File: config.mk
export PLATFORM = sky130hd
export DESIGN_NAME = disp_ser_tx
export DESIGN_NICKNAME = d
export VERILOG_FILES = /design/src/rtl/disp_ser_tx.sv
export SDC_FILE = /design/constraint.sdc
export NUM_CORES = 1
export LEC_CHECK = 0
export ABC_AREA = 1
export ABC_CLOCK_PERIOD_IN_PS = 1600
export BUFFER_PORTS_ARGS = -buffer_cell sky130_fd_sc_hd__buf_2
export CAP_MARGIN = 20
export CELL_PAD_IN_SITES_DETAIL_PLACEMENT = 0
export CELL_PAD_IN_SITES_GLOBAL_PLACEMENT = 1
export CORE_MARGIN = 3
export CORE_UTILIZATION = 37
export DETAILED_ROUTE_END_ITERATION = 8
export HOLD_SLACK_MARGIN = 0.08
export PLACE_DENSITY_LB_ADDON = 0.05
export SETUP_SLACK_MARGIN = 0.4
export SLEW_MARGIN = 5
export SYNTH_ARGS = -nofsm -noshare
export SYNTH_HDL_FRONTEND = slang
export SYNTH_SLANG_ARGS = --single-unit
File: constraint.sdc
create_clock -name clk -period 1.6 [get_ports clk]
set_input_delay 0.4 -clock clk [delete_from_list [all_inputs] [get_ports clk]]
set_output_delay 0.4 -clock clk [all_outputs]
set_load 0.05 [all_outputs]
File: src/rtl/disp_ser_tx.sv
module disp_ser_tx #(
  parameter int HALF_CYC = 2,
  parameter int DW = 8
) (
  input  logic          clk,
  input  logic          rst,
  input  logic          in_valid,
  output logic          in_ready,
  input  logic [DW-1:0] in_byte,
  input  logic          in_is_data,
  input  logic          in_last,
  output logic          done,
  output logic          cs_n,
  output logic          reg_sel,
  output logic          sclk,
  output logic          sdo
);
  localparam int CW = (HALF_CYC > 1) ? $clog2(HALF_CYC) : 1;
  localparam int BW = (DW > 1) ? $clog2(DW) : 1;

  typedef enum logic [2:0] {S_IDLE, S_SETUP, S_LOW, S_HIGH, S_TAIL} st_t;

  st_t st;
  logic [CW-1:0] div;
  logic [BW-1:0] bitn;
  logic [DW-1:0] sh;
  logic rs_q, last_q;
  logic half_end;

  assign half_end = (div == CW'(HALF_CYC - 1));

  always_ff @(posedge clk) begin
    if (rst) begin
      st     <= S_IDLE;
      div    <= '0;
      bitn   <= '0;
      sh     <= '0;
      rs_q   <= 1'b0;
      last_q <= 1'b0;
      done   <= 1'b0;
    end else begin
      done <= 1'b0;
      if (st == S_IDLE) begin
        div <= '0;
        if (in_valid) begin
          sh     <= in_byte;
          rs_q   <= in_is_data;
          last_q <= !in_is_data || in_last;
          bitn   <= BW'(DW - 1);
          st     <= S_SETUP;
        end
      end else if (!half_end) begin
        div <= div + 1'b1;
      end else begin
        div <= '0;
        case (st)
          S_SETUP: st <= S_LOW;
          S_LOW:   st <= S_HIGH;
          S_HIGH:
            if (bitn == '0) st <= S_TAIL;
            else begin
              bitn <= bitn - 1'b1;
              sh   <= {sh[DW-2:0], 1'b0};
              st   <= S_LOW;
            end
          default: begin
            st   <= S_IDLE;
            done <= last_q;
          end
        endcase
      end
    end
  end

  assign in_ready = (st == S_IDLE);
  assign cs_n     = (st == S_IDLE) || (st == S_TAIL);
  assign reg_sel  = cs_n ? 1'b1 : rs_q;
  assign sclk     = !((st == S_SETUP) || (st == S_LOW));
  assign sdo      = ((st == S_LOW) || (st == S_HIGH)) ? sh[DW-1] : 1'b1;
endmodule

# --- After elaboration in Yosys (flattened, before gate mapping) ---
# Index checks and enable logic that the tools add are counted.
classes:
  addsub: 2
  mul: 0
  div_mod_pow: 0
  magnitude_cmp: 0
  eq_ne: 6
  n_shift: 0
  muxes: 17
  bitwise_logic: 1
  n_reduce_logical: 15
ops:
  columns: ["operator", "n"]
  rows:
  - ["$mux 8", 5]
  - ["$mux 3", 9]
  - ["$pmux 3 s3", 1]
  - ["$eq 3x2->1 const B", 2]
  - ["$logic_not 3->1", 2]
  - ["$reduce_or 6->1", 1]
  - ["$logic_or 1x1->1", 4]
  - ["$ne 2x2->1 const B", 2]
  - ["$reduce_and 2->1", 2]
  - ["$reduce_and 4->1", 1]
  - ["$reduce_bool 2->1", 2]
  - ["$eq 3x1->1 const B", 1]
  - ["$eq 3x3->1 const B", 1]
  - ["$reduce_or 3->1", 1]
  - ["$sub 3x1->3 const B", 1]
  - ["$logic_not 1->1", 2]
  - ["$mux 1", 2]
  - ["$add 1x1->1 const B", 1]
  - ["$not 1->1", 1]
totals:
  register_bits: 18
  latch_bits: 0
  ram_bits: 0
  mem_bits_ro: 0
  inputBits: 13
  output_inout_bits: 6
  wordCells: 48
  n_memories: 0

# --- Depth between registers and ports, before layout ---
logic_depth:
  word_depth: 5
  ltp_mapped: 10
  ltp_nobuf: 9

# --- Worst setup path before layout ---
# No wires, ideal clock.
synth_timing:
  path_type: "register to output"
  from: "register st[1]"
  to: "output in_ready"
  t_arrival_ns: 1.173
  t_required_ns: 1.200
  setup_slack_ns: 0.027
  stages_incl_launch_ff: 5
  n_path_buf: 1
  path_cell_list: "dfxtp_1 nor2_4 nand2_4 inv_2 buf_4"
synth_between:
  elab_chain_len: 1
synth_rtl:
  columns: ["element", "line_no", "source"]
  rows:
  - ["start: declaration", "23", "st_t st;"]
  - ["start signal: assignment", "34", "st <= S_IDLE;"]
  - ["start signal: assignment", "50", "st <= S_SETUP;"]
  - ["start signal: assignment", "57", "S_SETUP: st <= S_LOW;"]
  - ["$logic_not 3->1", "75", "assign in_ready = (st == S_IDLE);"]
  - ["end: declaration", "8", "output logic in_ready,"]
# Every way passes these cells.

# --- Worst setup path in the final report ---
layout_timing:
  from: "register st[0]"
  to: "output in_ready"
# The elaborated chain is that of the path after synthesis.

==> flow_summary.ini <==
[run_status]
status = complete, no violations

[sta]
worst_pin_slew_ps = 428
slew_headroom_pct = 71.4
rsz0062_at_grt = yes
period_share_pct = 96.2
setup_violations = 0
maxSlewViolCount = 0
whs_ps = 319
finalHoldViolCount = 0
period_needed_ps = 1540
clock_skew_ps = 1.62
max_freq_ghz = 0.650

[routing]
routed_via_density = 4.62
dr.first_iter.drc_count = 21
drc = 0
antenna_left = 0
routed_wl_mm = 2.32
dr.pass1.iters = 4
routedWlPerCell_um = 11.9
vias = 900

[layout]
final_cell_area_um2 = 1390
area_growth_pct = 47.0
layout_commonest_cell = nand2_1
final_cell_mix = 28 x nand2_1, 19 x nor2_1, 14 x inv_1, 13 x dfxtp_1, 12 x buf_2
fillers = 214
drive_gt1_share_pct = 44.9
final_net_count = 183
antenna_cells = 0

[power_and_ir_drop]
combPwrFrac_pct = 40.1
ir_drop_mv = 0.612
p_leak_uw = 0.000654
p_seq_share_pct = 38.7
powerDensity_nw_per_um2 = 973
clkPwrFrac_pct = 21.3
swShare_pct = 36.8
p_total_uw = 1350
p_int_uw = 852
p_sw_uw = 497

[clock_tree]
clkTransAtPathRegs_ps = 100
cts_max_level = 1
cts.sinks = 18
cts_tree = built
cts-root-buf = clkbuf_4
cts_made_buffers = 3
clk_latency_ps = 300
cts_hold_buf = 0
clockBufferDepth = 2

[run]
max_cap_violations = 0

[synthesis]
yosysSeqAreaShare_pct = 38.2
synth.top_cells.by_area = dfxtp_1 38%, nand2_1 15%, nor2_1 8.8%, inv_1 6.8%, nand2_2 4.6%
synthCells = 136
yosys_warnings = 0
synth_nets = 151
syn_area_per_cell_um2 = 6.93
syn-cell-area_um2 = 942
yosys.area.top_type = dfxtp_1
synth_top_area_share_pct = 38.2
ys_types = 23
yosys_register_bits = 18

[global_routing]
grt_usage_pct = 15.1
grt_pass1_vias = 826
grt_overflow_total = 0
grt_pass1_wl_mm = 3.81
antenna_found_initial = 0
grt_max_degree = 15

[hold_path]
min_path_cells = 3
min_path_type = in -> reg
worstHoldStart = in_last
whs_endpoint = last_q$_SDFFE_PP0P_

[die]
io_pins = 19
start_util_pct = 40.6
die_x_um = 56.5
fp.dieArea_um2 = 3190
dieHeight_um = 56.5
core-area_um2 = 2320
rows = 17

[placement]
hpwlAfterDp_mm = 1.38
gp_congestion = 0.694
port_buffers = 18
place_area_um2 = 1050

[critical_path]
r2r-end = bitn[0]$_SDFFE_PP0P_
start_kind = flip-flop
rrSetupSlack_ps = 110
r2r_start = st[0]$_SDFFE_PP0P_
cp.required_ps = 1200
worstSetupPathType = reg -> out
r2r_cells = 10
crit_fanout = 5
arrival_ps = 1140
end_kind = output port
-- worst max-delay path, stage by stage, from the launching register on --
cell	delay [ps]
dfxtp_4	360
nor2_4	180
nand2_4	100
inv_8	60
buf_8	130
-- worst max path at each step --
stage	startpoint	depth (start not counted)	to	slack [ps]
after floorplan	st[0]$_SDFFE_PP0P_	4	in_ready	130
after CTS	st[1]$_SDFFE_PP0P_	4	sclk	30
after global placement	st[1]$_SDFFE_PP0P_	4	in_ready	180
after global routing	st[0]$_SDFFE_PP0P_	4	in_ready	-20
after detailed placement	st[1]$_SDFFE_PP0P_	4	in_ready	150
final	st[0]$_SDFFE_PP0P_	4	in_ready	60
-- cells by family after synthesis --
kind of cell	count (synthesis)	synth area share (%)
compound gates	14	8.50
buf+inv	22	11.0
fa+ha+maj	2	2.66
simple gates	80	39.6
flops	18	38.2
-- layer usage --
| metal | up-vias | wire length (um) | track usage [%] |
|---|---|---|---|
| li1 | 484 | - | - |
| met1 | 389 | 1060 | 19.9 |
| met2 | 22 | 1120 | 23.9 |
| met3 | 5 | 103 | 4.37 |
| met4 | 0 | 36 | 4.07 |
| met5 | - | 0 | 0 |
-- Yosys cell counts --
cell type	instances
a21oi_1	3
a21oi_2	2
buf_4	1
buf_6	1
clkbuf_8	1
dfxtp_1	18
ha_1	2
inv_1	17
inv_2	2
nand2_1	37
nand2_2	7
nand2_4	3
nand3_1	3
nand3_2	1
nand3b_1	1
nand4_1	2
nor2_1	22
nor2_2	1
nor2_4	1
nor3_1	1
o211ai_1	1
o21ai_0	8
or2_2	1
-- power by group through the flow --
stage / Combinational, uW / Sequential [uW] / Clock [uW]
global route: 595 / 527 / 325
finish: 540 / 521 / 287
detailed placement: 348 / 535 / 0
floorplan: 304 / 529 / 0
CTS: 458 / 522 / 300
global placement: 345 / 535 / 0
-- timing repair --
item / in CTS / in global routing
setup endpoints to repair: 18 / 21
gates cloned: 2 / 0
pin swaps: 6 / 14
buffers inserted: 5 / 5
gates resized for setup: 29 / 29
-- state kept, by name, indices dropped and copies added (netlist names) --
register / flops
bitn: 3
div: 1
done: 1
last_q: 1
rs_q: 1
sh: 8
st: 3
-- area by class of cell --
cell class	instances	area [um2]	share of cell area, %
multi-input cells	98	621	44.8
repair buffers	28	233	16.8
clock buffers	4	36.3	2.62
inverters	19	86.3	6.23
flip-flops and latches	18	374	27.0
well taps	28	35.0	2.53
-- per-stage QoR --
stage	util [%]	cells	TNS [ps]	worst slack [ps]
6_report	59.7	195	0	60.9
4_1_cts	53.8	190	0	32.1
3_3_place_gp	45.1	179	0	179
5_1_grt	59.7	195	-41.8	-20.3
2_1_floorplan	-	136	0	129
3_5_place_dp	45.1	179	0	150
Note: power is estimated with default switching activity, not from simulation.
